$ cat src/rtl/irqc_pkg.sv
package irqc_pkg;

   // Decoded kind of bus access, shared by the decoder and the read mux.
   typedef enum logic [1:0] {
      ACC_NONE  = 2'd0,
      ACC_FLAG  = 2'd1,
      ACC_MASK  = 2'd2,
      ACC_OTHER = 2'd3
   } acc_e;

   // Expand a narrow set/clear mask to a full vector (helper for the mask unit).
   function automatic logic [31:0] ones_below(input int unsigned n);
      logic [31:0] v;
      v = '0;
      for (int unsigned k = 0; k < 32; k++) begin
         if (k < n) v[k] = 1'b1;
      end
      return v;
   endfunction

endpackage

$ cat src/rtl/irqc_flag_bank.sv
module irqc_flag_bank #(
   parameter int unsigned SRC_N = 7
) (
   input  logic             clk,
   input  logic             rst_n,
   input  logic [SRC_N-1:0] set_i,
   input  logic [SRC_N-1:0] clr_i,
   output logic [SRC_N-1:0] flag_o
);

   if (SRC_N < 1 || SRC_N > 31) begin : g_bad_src
      $error("irqc_flag_bank: SRC_N out of range");
   end

   for (genvar i = 0; i < SRC_N; i++) begin : g_cell
      logic bit_q;

      // Set has priority over any clear source in the same cycle.
      always_ff @(posedge clk or negedge rst_n) begin
         if (!rst_n)          bit_q <= 1'b0;
         else if (set_i[i])   bit_q <= 1'b1;
         else if (clr_i[i])   bit_q <= 1'b0;
      end

      assign flag_o[i] = bit_q;

      a_r2_set_takes: assert property (@(posedge clk) disable iff (!rst_n)
         set_i[i] |=> flag_o[i]);

      a_r9_set_beats_clear: assert property (@(posedge clk) disable iff (!rst_n)
         (set_i[i] && clr_i[i]) |=> flag_o[i]);

      a_r10_clear_drops: assert property (@(posedge clk) disable iff (!rst_n)
         (clr_i[i] && !set_i[i]) |=> !flag_o[i]);

      a_r3_idle_holds: assert property (@(posedge clk) disable iff (!rst_n)
         (!clr_i[i] && !set_i[i]) |=> (flag_o[i] == $past(flag_o[i])));
   end

endmodule

$ cat src/rtl/irqc_enable_mask.sv
module irqc_enable_mask #(
   parameter int unsigned DATA_W = 8
) (
   input  logic              clk,
   input  logic              rst_n,
   input  logic              wr_en,
   input  logic [DATA_W-1:0] wdata,
   output logic [DATA_W-2:0] mask_o
);

   localparam int unsigned SRC_N = DATA_W - 1;

   if (DATA_W < 2) begin : g_bad_w
      $error("irqc_enable_mask: DATA_W must be at least 2");
   end

   logic             mode_set;
   logic [SRC_N-1:0] sel_bits;
   logic [SRC_N-1:0] mask_q;
   logic [SRC_N-1:0] mask_d;

   assign mode_set = wdata[DATA_W-1];
   assign sel_bits = wdata[SRC_N-1:0];

   always_comb begin
      mask_d = mask_q;
      if (wr_en) begin
         if (mode_set) mask_d = mask_q | sel_bits;
         else          mask_d = mask_q & ~sel_bits;
      end
   end

   always_ff @(posedge clk or negedge rst_n) begin
      if (!rst_n) mask_q <= '0;
      else        mask_q <= mask_d;
   end

   assign mask_o = mask_q;

   a_r4_or_in: assert property (@(posedge clk) disable iff (!rst_n)
      (wr_en && mode_set) |=> ((mask_o & $past(sel_bits)) == $past(sel_bits)));

   a_r5_clear_out: assert property (@(posedge clk) disable iff (!rst_n)
      (wr_en && !mode_set) |=> ((mask_o & $past(sel_bits)) == '0));

   a_r5_untouched_kept: assert property (@(posedge clk) disable iff (!rst_n)
      (wr_en && !mode_set) |=> ((mask_o & ~$past(sel_bits)) == ($past(mask_o) & ~$past(sel_bits))));

endmodule

$ cat src/rtl/irqc_regmux.sv
module irqc_regmux
   import irqc_pkg::*;
#(
   parameter int unsigned DATA_W = 8
) (
   input  acc_e              acc,
   input  logic [DATA_W-2:0] flag_i,
   input  logic [DATA_W-2:0] mask_i,
   output logic              summary_o,
   output logic [DATA_W-1:0] rdata_o
);

   assign summary_o = |(flag_i & mask_i);

   always_comb begin
      unique case (acc)
         ACC_FLAG: rdata_o = {summary_o, flag_i};
         ACC_MASK: rdata_o = {1'b1, mask_i};
         default:  rdata_o = '0;
      endcase
   end

endmodule

$ cat src/rtl/irqc_top.sv
module irqc_top
   import irqc_pkg::*;
#(
   parameter int unsigned DATA_W   = 8,
   parameter int unsigned ADDR_W   = 4,
   parameter int unsigned FLAG_OFS = 13,
   parameter int unsigned MASK_OFS = 14
) (
   input  logic              clk,
   input  logic              rst_n,
   input  logic              bus_sel,
   input  logic              bus_we,
   input  logic [ADDR_W-1:0] bus_addr,
   input  logic [DATA_W-1:0] bus_wdata,
   output logic [DATA_W-1:0] bus_rdata,
   input  logic [DATA_W-2:0] src_set,
   input  logic [DATA_W-2:0] src_clr,
   output logic              irq_o
);

   localparam int unsigned SRC_N    = DATA_W - 1;
   localparam int unsigned ADDR_LIM = 1 << ADDR_W;

   if (FLAG_OFS == MASK_OFS) begin : g_bad_ofs
      $error("irqc_top: flag and enable offsets collide");
   end
   if (FLAG_OFS >= ADDR_LIM || MASK_OFS >= ADDR_LIM) begin : g_bad_range
      $error("irqc_top: offset does not fit in ADDR_W");
   end

   acc_e             acc;
   logic             flag_wr;
   logic             mask_wr;
   logic [SRC_N-1:0] clr_all;
   logic [SRC_N-1:0] flag_q;
   logic [SRC_N-1:0] mask_q;
   logic [DATA_W-1:0] mux_data;

   always_comb begin
      if (!bus_sel)                                  acc = ACC_NONE;
      else if (bus_addr == ADDR_W'(FLAG_OFS))        acc = ACC_FLAG;
      else if (bus_addr == ADDR_W'(MASK_OFS))        acc = ACC_MASK;
      else                                           acc = ACC_OTHER;
   end

   assign flag_wr = bus_we && (acc == ACC_FLAG);
   assign mask_wr = bus_we && (acc == ACC_MASK);
   assign clr_all = src_clr | (flag_wr ? bus_wdata[SRC_N-1:0] : '0);

   irqc_flag_bank #(.SRC_N(SRC_N)) flags_i (
      .clk    (clk),
      .rst_n  (rst_n),
      .set_i  (src_set),
      .clr_i  (clr_all),
      .flag_o (flag_q)
   );

   irqc_enable_mask #(.DATA_W(DATA_W)) mask_i (
      .clk    (clk),
      .rst_n  (rst_n),
      .wr_en  (mask_wr),
      .wdata  (bus_wdata),
      .mask_o (mask_q)
   );

   irqc_regmux #(.DATA_W(DATA_W)) mux_i (
      .acc       (acc),
      .flag_i    (flag_q),
      .mask_i    (mask_q),
      .summary_o (irq_o),
      .rdata_o   (mux_data)
   );

   assign bus_rdata = (bus_sel && !bus_we) ? mux_data : '0;

   a_r7_readback_matches_irq: assert property (@(posedge clk) disable iff (!rst_n)
      (bus_sel && !bus_we && acc == ACC_FLAG) |-> (bus_rdata[DATA_W-1] == irq_o));

   a_r6_mask_top_bit: assert property (@(posedge clk) disable iff (!rst_n)
      (bus_sel && !bus_we && acc == ACC_MASK) |-> bus_rdata[DATA_W-1]);

   a_r11_other_reads_zero: assert property (@(posedge clk) disable iff (!rst_n)
      (bus_sel && !bus_we && acc == ACC_OTHER) |-> (bus_rdata == '0));

   a_r11_other_write_no_mask: assert property (@(posedge clk) disable iff (!rst_n)
      (bus_sel && bus_we && acc == ACC_OTHER) |=> $stable(mask_q));

endmodule

$ cat config.mk
export PLATFORM = sky130hd
export DESIGN_NAME = irqc_top
export DESIGN_NICKNAME = d
export VERILOG_FILES = /design/src/rtl/irqc_pkg.sv /design/src/rtl/irqc_flag_bank.sv /design/src/rtl/irqc_enable_mask.sv /design/src/rtl/irqc_regmux.sv /design/src/rtl/irqc_top.sv
export SDC_FILE = /design/constraint.sdc
export NUM_CORES = 1
export LEC_CHECK = 0
export ABC_AREA = 1
export CAP_MARGIN = 20
export CORE_MARGIN = 1
export CORE_UTILIZATION = 44
export CTS_BUF_LIST = sky130_fd_sc_hd__clkbuf_4 sky130_fd_sc_hd__clkbuf_8 sky130_fd_sc_hd__clkbuf_16
export DETAILED_ROUTE_END_ITERATION = 7
export PLACE_DENSITY_LB_ADDON = 0.15
export SYNTH_ARGS = -nofsm -noshare
export SYNTH_HDL_FRONTEND = slang
export SYNTH_SLANG_ARGS = --single-unit
$ cat constraint.sdc
create_clock -name clk -period 3.5 [get_ports clk]
set_input_delay 0.7 -clock clk [delete_from_list [all_inputs] [get_ports clk]]
set_output_delay 0.7 -clock clk [all_outputs]
set_load 0.05 [all_outputs]
# == Word level (Yosys, flattened, before mapping) ==
# Index checks and enable logic that the tools add are counted.
# op_classes
n_bitwise,5
reduce_logical,12
muxes,21
eq_ne,4
# ops
cell,count
one-hot mux 8 bit (2 select lines),1
two-way mux 1 bit,15
AND 7 bit,2
two-way mux 7 bit,2
OR 7 bit,2
nonzero test 2 bit,7
equality test 4 bit (second input constant),2
two-way mux 8 bit,1
NOT 7 bit,1
OR reduction 7 bit,1
two-way mux 2 bit,2
logical AND 1 bit,3
equality test 2 x 1 -> 1 bit (second input constant),1
equality test 2 bit (second input constant),1
logical NOT 1 bit,1
# word_totals
regBits,14
out_inout_bits,9
elab_cells,50
inputBits,30

# == Logic depth before layout (Yosys ltp) ==
# Gate-level depths: netlist (run 1).
# depth
depth_word,10
depth_mapped,11

# == Cells and area by module ==
# From an unflattened synthesis (run 1), not the netlist that was laid out.
# hier_totals
hier_cells,175
area_unflattened_um2,1092.3
# modules_own_cells
mod,seq_area_each_um2,cells_per_inst,n_inst,area_per_inst_um2
irqc_flag_bank,175.2,42,1,332.8
irqc_enable_mask,175.2,36,1,300.3
irqc_top,0.0,52,1,251.5
irqc_regmux,0.0,45,1,207.7

# == Worst setup path before layout (run 1) ==
# OpenSTA, ideal clock, no wires.
# synth_timing
kind,input -> output
from,input bus_addr[2]
to,output bus_rdata[0]
path_stages,8
setup_slack_ns,0.538
t_arrival_ns,2.262
n_path_buf,1
required_time_ns,2.800
path_cell_list,nand2_1 -> inv_1 -> a21oi_1 -> inv_1 -> ha_1 -> or3_4 -> buf_6 -> a21oi_2
# synth_between
elab_chain_cells,7
elab_cells_between_ends,9
cone_classes,eq/ne: 4; mux: 5
# synth_rtl
element,line,source
"start, declared",irqc_top.sv:13,"input logic [ADDR_W-1:0] bus_addr,"
equality test 4 bit,irqc_top.sv:42,else if (bus_addr == ADDR_W'(MASK_OFS)) acc = ACC_MASK;
two-way mux 1 bit,irqc_top.sv:42,
two-way mux 2 bit (*),irqc_top.sv:41,else if (bus_addr == ADDR_W'(FLAG_OFS)) acc = ACC_FLAG;
two-way mux 2 bit (*),irqc_top.sv:40,if (!bus_sel) acc = ACC_NONE;
equality test 2 bit or equality test 2 x 1 -> 1 bit (tied branches),irqc_regmux.sv:16,unique case (acc)
one-hot mux 8 bit (2 select lines) (*),irqc_regmux.sv:16,
two-way mux 8 bit (*),irqc_top.sv:74,assign bus_rdata = (bus_sel && !bus_we) ? mux_data : '0;
"end, declared",irqc_top.sv:15,"output logic [DATA_W-1:0] bus_rdata,"
# Every way passes the cells marked *; elsewhere a longest branch is shown, timed or not.

# == Worst setup path in the final report (run 1) ==
# layout_timing
from,input bus_addr[2]
to,output bus_rdata[2]
# The elaborated chain is that of the path after synthesis.

==> run_results.csv, run 1 <==
group,metric,value,unit
timing,tightest_slew,0.657,ns
final_layout,drive_gt1_share,19.1,%
logic_synthesis,compound_cell_area_share_of_the_yosys_netlist,20.6,%
pwr,power,465,uW
logic_synthesis,synth_fa_ha_area_share,2.91,%
logic_synthesis,synthXorXnorAreaFrac,0,%
logic_synthesis,synth.cell_area,861,um^2
floorplan,design.die.area,2140,um^2
timing,timing.setup.tns,0,ns
logic_synthesis,synth_simple_gate_area_share,25.0,%
critical_path,critPathMostFrequentCell,"inv_1",
logic_synthesis,synth_nets,145,
critical_path,critical_path.reg2reg.startpoint,"flags_i.g_cell[0].bit_q$_DFFE_PN0P_",
logic_synthesis,yosysSeqAreaShare,40.7,%
pwr,vdd_ir_drop_max,0.205,mV
timing,worst_clock_skew,0,ns
pwr,total_leakage_power,0.605,nW
clock_tree,buffers_from_clock_root_to_sink_at_most,2,
global_route,via_count_of_the_first_global_routing_pass,848,
clock_tree,post_cts_resized,0,
timing,rsz0062_at_grt,"no",
logic_synthesis,synth-async-reset-ratio,100,%
logic_synthesis,netlist_top_cells_count,"nand2_1, inv_1, dfrtp_1",
global_route,track_usage,22.9,%
logic_synthesis,synth_top_cells_by_area,"dfrtp_1, nand2_1, a21oi_2, a31o_2, inv_1",
clock_tree,clock_latency_on_the_worst_skew_pair,0.29,ns
placement,placement.io_buffers,38,
floorplan,core,1780,um^2
timing,max_slew_margin,56.1,%
timing,setup_viols_final,0,
placement,routabilityCongestion,0.830,
critical_path,reg2reg_setup_slack,2.74,ns
pwr,pwr_cell_area,341,nW/um^2
global_route,grt_start_max_net_pins,15,
global_route,grt_antenna_before_repair,0,
routing,drt_iter0_drc,9,
routing,drt_pre_antenna_iters,4,
critical_path,critical_path.endpoint_type,"primary output",
logic_synthesis,synthesis.instances,113,
global_route,grt_overflow_total,0,
timing,fmax,304,MHz
clock_tree,numClockSinks,14,
routing,wirelength_routed,2.13,mm
logic_synthesis,number_of_distinct_library_cells_after_synthesis,14,
critical_path,crit_path_max_fanout,8,
final_layout,antenna-diode-count,0,
floorplan,dieWidth,46.2,um
logic_synthesis,synth_top_family_by_area,"simple AND/OR/NAND/NOR gates",
floorplan,rows,15,
logic_synthesis,yosysTopAreaCellShare,40.7,%
logic_synthesis,synth_top_flop_cell,"dfrtp_1",
placement,place.detailed.hpwl,1.66,mm
critical_path,startpoint_type,"input port",
logic_synthesis,yosys_warnings,0,
timing,hold_viol_final,0,
clock_tree,htree_num_levels,1,
timing,final_period_minus_worst_setup_slack,3.29,ns
critical_path,r2r_cell_count,1,
clock_tree,postCtsHoldBufs,0,
routing,ant_nets,0,
critical_path,critPathMaxStageDelay,0.47,ns
min_path,hold_class,"reg2reg",
critical_path,worst_r2r_endpoint,"flags_i.g_cell[0].bit_q$_DFFE_PN0P_",
routing,avgRoutedWirePerCell,12.0,um
floorplan,start_util,48.3,%
logic_synthesis,synthesis.area_per_instance,7.62,um^2
logic_synthesis,synth_area_leader_cell,"dfrtp_1",
final_layout,layout_overhead_on_the_synthesized_area,58.4,%
timing,timing.final.max_slew_violations,0,
floorplan,io_pins,39,
critical_path,worstSetupPathType,"in2out",
critical_path,series_of_cell_instances_along_the_critical_path,"clkdlybuf4s50_1 -> nand2_1 -> inv_1 -> a21oi_1 -> inv_1 -> ha_1 -> or3_4 -> a21oi_2 -> buf_12",
logic_synthesis,cell_with_the_most_instances_after_synthesis,"nand2_1",
timing,postLayoutSetupSlackWorst,0.213,ns
clock_tree,numCtsBuffers,3,
critical_path,cp.required,2.80,ns
clock_tree,clk_root_buffer_cell,"clkbuf_4",
global_route,grt_first_pass_wirelength,3.39,mm
timing,finalCritPeriodShare,93.9,%
critical_path,critPathArrivalTime,2.59,ns
run,timing.max_cap.violations,0,
clock_tree,path_clk_slew,0.09,ns
placement,place_ws,0.213,ns
logic_synthesis,ys_seq_elements,14,
logic_synthesis,number_of_flops_mapped_to_enable_cells_by_yosys,0,
min_path,whs_path_depth,2,
routing,detailroute.via_count,884,
clock_tree,post-cts-setup-buffers,0,
status,status,"completed",
logic_synthesis,muxShareOfSynthArea,0,%
critical_path,worst_path_max_delay_cell,"or3_4",
final_layout,finish.net_count,185,
clock_tree,cts_tree,"yes",
floorplan,dieHeight,46.2,um
routing,post_drt_via_cell_ratio,4.99,
routing,remaining_drc_errors,0,
[worst max-delay path by stage]
| stage | from | to | cells after the start |
|---|---|---|---|
| 2_1_floorplan | bus_addr[2] | bus_rdata[0] | 8 |
| 5_1_grt | bus_addr[2] | bus_rdata[1] | 9 |
| 3_3_place_gp | bus_addr[2] | bus_rdata[1] | 9 |
| 3_5_place_dp | bus_addr[2] | bus_rdata[2] | 9 |
| 6_report | bus_addr[2] | bus_rdata[2] | 9 |
| 4_1_cts | bus_addr[2] | bus_rdata[2] | 9 |
[through the flow]
| stage | instances | hold WS (ns) | area [um^2] | utilization [%] |
|---|---|---|---|---|
| floorplan | 113 | 0.404 | 861 | - |
| global placement | 173 | 0.488 | 1330 | 74.5 |
| detailed placement | 173 | 0.498 | 1330 | 74.5 |
| CTS | 177 | 0.520 | 1360 | 76.5 |
| global route | 177 | 0.555 | 1360 | 76.5 |
| finish | 177 | 0.524 | 1360 | 76.5 |
[routing by layer]
| layer | GRT usage (%) | wire, um | vias up |
|---|---|---|---|
| met5 | 0 | 0 | - |
| met1 | 24.7 | 807 | 414 |
| met4 | 5.29 | 14 | 0 |
| li1 | - | - | 441 |
| met3 | 7.06 | 106 | 2 |
| met2 | 42.8 | 1200 | 27 |
[final cells by class]
type                       count  area (um^2)
clock buffer                   4         36.3
fill                         139          419
inverter                      16         60.1
multi-input combinational     79          418
sequential                    14          350
tap                           25         31.3
timing repair buffer          39          468
[layout by cell type, fill, tap and decap left out, drive strengths merged]
cell type,count
a21oi,9
clkdlybuf4s50,30
nand3,7
a31oi,1
or3,1
dfrtp,14
buf,9
clkbuf,4
inv,16
a31o,7
nand2,42
ha,2
o21ai,7
nor2,3
[power by group]
| group | leakage, nW | internal (mW) | switching [mW] |
|---|---|---|---|
| logic | 0.420 | 0.0710 | 0.0733 |
| registers | 0.164 | 0.184 | 0.0180 |
| clock network | 0.0210 | 0.0634 | 0.0556 |
| total | 0.605 | 0.319 | 0.147 |
[worst max-delay path, delay by kind of cell]
family	cells	cell delay [ns]
buffers and inverters	4	0.67
AND/OR/NAND/NOR	2	0.54
AO/OA/AOI/OAI	2	0.37
adder cells (fa/ha/maj)	1	0.29
[logic make-up (layout without fill, tap and decap cells)]
logic type	Yosys count	in the layout
adder cells (fa/ha/maj)	2	2
flip-flops	14	14
buffers and inverters	20	59
AND/OR/NAND/NOR	53	53
AO/OA/AOI/OAI	24	24
Power figures use the tool's default switching activity.
==> run 2, diff against run 1 <==
--- a/config.mk
+++ b/config.mk
@@ -8,10 +8,11 @@
 export ABC_AREA = 1
 export CAP_MARGIN = 20
 export CORE_MARGIN = 1
-export CORE_UTILIZATION = 44
+export CORE_UTILIZATION = 40
 export CTS_BUF_LIST = sky130_fd_sc_hd__clkbuf_4 sky130_fd_sc_hd__clkbuf_8 sky130_fd_sc_hd__clkbuf_16
 export DETAILED_ROUTE_END_ITERATION = 7
 export PLACE_DENSITY_LB_ADDON = 0.15
+export SLEW_MARGIN = 30
 export SYNTH_ARGS = -nofsm -noshare
 export SYNTH_HDL_FRONTEND = slang
 export SYNTH_SLANG_ARGS = --single-unit
==> constraint.sdc (replaced) <==
create_clock -name clk -period 3.4 [get_ports clk]
set_input_delay 0.68 -clock clk [delete_from_list [all_inputs] [get_ports clk]]
set_output_delay 0.68 -clock clk [all_outputs]
set_load 0.05 [all_outputs]
==> run_results.csv, run 2 (same netlist as run 1, synthesis figures left out) <==
group,metric,value,unit
floorplan,start_util,43.0,%
placement,routabilityCongestion,0.791,
timing,rsz0062_at_grt,"no",
timing,setup_viols_final,0,
routing,drt_iter0_drc,6,
pwr,pwr_cell_area,353,nW/um^2
routing,avgRoutedWirePerCell,12.3,um
placement,place.detailed.hpwl,1.70,mm
timing,final_period_minus_worst_setup_slack,3.24,ns
critical_path,critical_path.reg2reg.startpoint,"flags_i.g_cell[5].bit_q$_DFFE_PN0P_",
routing,drt_pre_antenna_iters,4,
clock_tree,post_cts_resized,0,
timing,fmax,309,MHz
critical_path,critPathArrivalTime,2.56,ns
routing,ant_nets,0,
clock_tree,htree_num_levels,1,
final_layout,antenna-diode-count,0,
critical_path,crit_path_max_fanout,8,
clock_tree,cts_tree,"yes",
clock_tree,clk_root_buffer_cell,"clkbuf_4",
timing,hold-worst-slack,0.520,ns
routing,remaining_drc_errors,0,
critical_path,worst_path_dominant_cell_family,"buffers and inverters",
global_route,track_usage,20.6,%
final_layout,mostFrequentLayoutCells,"nand2_1, clkdlybuf4s50_1, inv_1",
floorplan,core,2000,um^2
critical_path,series_of_cell_instances_along_the_critical_path,"clkdlybuf4s50_1 -> nor2_1 -> a21oi_2 -> inv_1 -> ha_1 -> or3_4 -> a21oi_2 -> buf_12",
floorplan,dieHeight,48.4,um
floorplan,design.die.area,2340,um^2
clock_tree,clock_latency_on_the_worst_skew_pair,0.29,ns
critical_path,worst_path_max_delay_cell,"clkdlybuf4s50_1",
critical_path,critPathMaxStageDelay,0.48,ns
clock_tree,numCtsBuffers,3,
clock_tree,post-cts-setup-buffers,0,
timing,timing.setup.tns,0,ns
clock_tree,path_clk_slew,0.10,ns
timing,tightest_slew,0.651,ns
critical_path,critical_path.endpoint_type,"primary output",
routing,wirelength_routed,2.21,mm
global_route,via_count_of_the_first_global_routing_pass,864,
timing,worst_clock_skew,0,ns
critical_path,startpoint_type,"input port",
min_path,hold_class,"reg2reg",
timing,timing.final.max_slew_violations,0,
critical_path,cp.required,2.72,ns
clock_tree,postCtsHoldBufs,0,
global_route,grt_overflow_total,0,
floorplan,rows,16,
final_layout,most_common_library_cell_in_the_layout_ignoring_fill_and_taps,"nand2_1",
pwr,vdd_ir_drop_max,0.219,mV
placement,placement.io_buffers,38,
final_layout,drive_gt1_share,20.3,%
routing,post_drt_via_cell_ratio,4.91,
run,timing.max_cap.violations,0,
pwr,total_leakage_power,0.609,nW
clock_tree,numClockSinks,14,
timing,max_slew_margin,56.4,%
timing,finalCritPeriodShare,95.2,%
global_route,grt_start_max_net_pins,15,
clock_tree,buffers_from_clock_root_to_sink_at_most,2,
critical_path,critPathMostFrequentCell,"a21oi_2",
global_route,grt_antenna_before_repair,0,
timing,hold_viol_final,0,
final_layout,layout_overhead_on_the_synthesized_area,60.0,%
status,status,"completed",
global_route,grt_first_pass_wirelength,3.80,mm
floorplan,dieWidth,48.4,um
critical_path,cp-startpoint,"bus_addr[0]",
critical_path,worstSetupPathType,"in2out",
routing,detailroute.via_count,883,
floorplan,io_pins,39,
critical_path,combined_buffer_and_inverter_count_along_the_critical_path,3,
final_layout,finish.net_count,186,
## run 2: changes by cell type in the layout (fill, tap and decap cells not counted), sizes merged
cell and delta:
buf +1
## run 2: through the flow
step	area, um^2	total power, mW	worst slack, ns	utilization [%]	instances
floorplan	861	0.290	0.478	-	113
global placement	1340	0.356	0.210	66.8	176
detailed placement	1340	0.361	0.124	66.8	176
CTS	1370	0.487	0.105	68.6	180
global route	1380	0.512	0.0603	68.8	180
finish	1380	0.487	0.164	68.8	180
## run 2: power by group
part,switching [mW],leakage (nW),internal [mW],total [mW]
combinational,0.0765,0.425,0.0739,0.150
sequential,0.0188,0.164,0.190,0.208
clock,0.0627,0.0210,0.0653,0.128
## run 2: final cells by class
type / count / area (um^2)
timing repair buffer: 40 / 475
clock buffer: 4 / 36.3
multi-input combinational: 79 / 422
fill: 173 / 624
sequential: 14 / 350
inverter: 16 / 60.1
tap: 27 / 33.8
## run 2: metal layers
layer	track usage, %	part of all wire [%]	vias to the layer above
li1	-	-	441
met1	23.0	39	410
met2	39.4	54	27
met3	2.83	5.1	5
met4	7.35	1.6	0
met5	0	0	-
## run 2: final timing paths
check / end / slack [ns] / cells past startpoint
setup reg to reg: flags_i.g_cell[5].bit_q$_DFFE_PN0P_ / 2.64 / 1
hold / removal: flop / 0.52 / 2
hold reg to reg: flop / 0.52 / 2
min in group asynchronous: flags_i.g_cell[2].bit_q$_DFFE_PN0P_ / 0.78 / 1
setup / recovery: bus_rdata[4] / 0.16 / 8
max in group asynchronous: flags_i.g_cell[5].bit_q$_DFFE_PN0P_ / 2.20 / 1
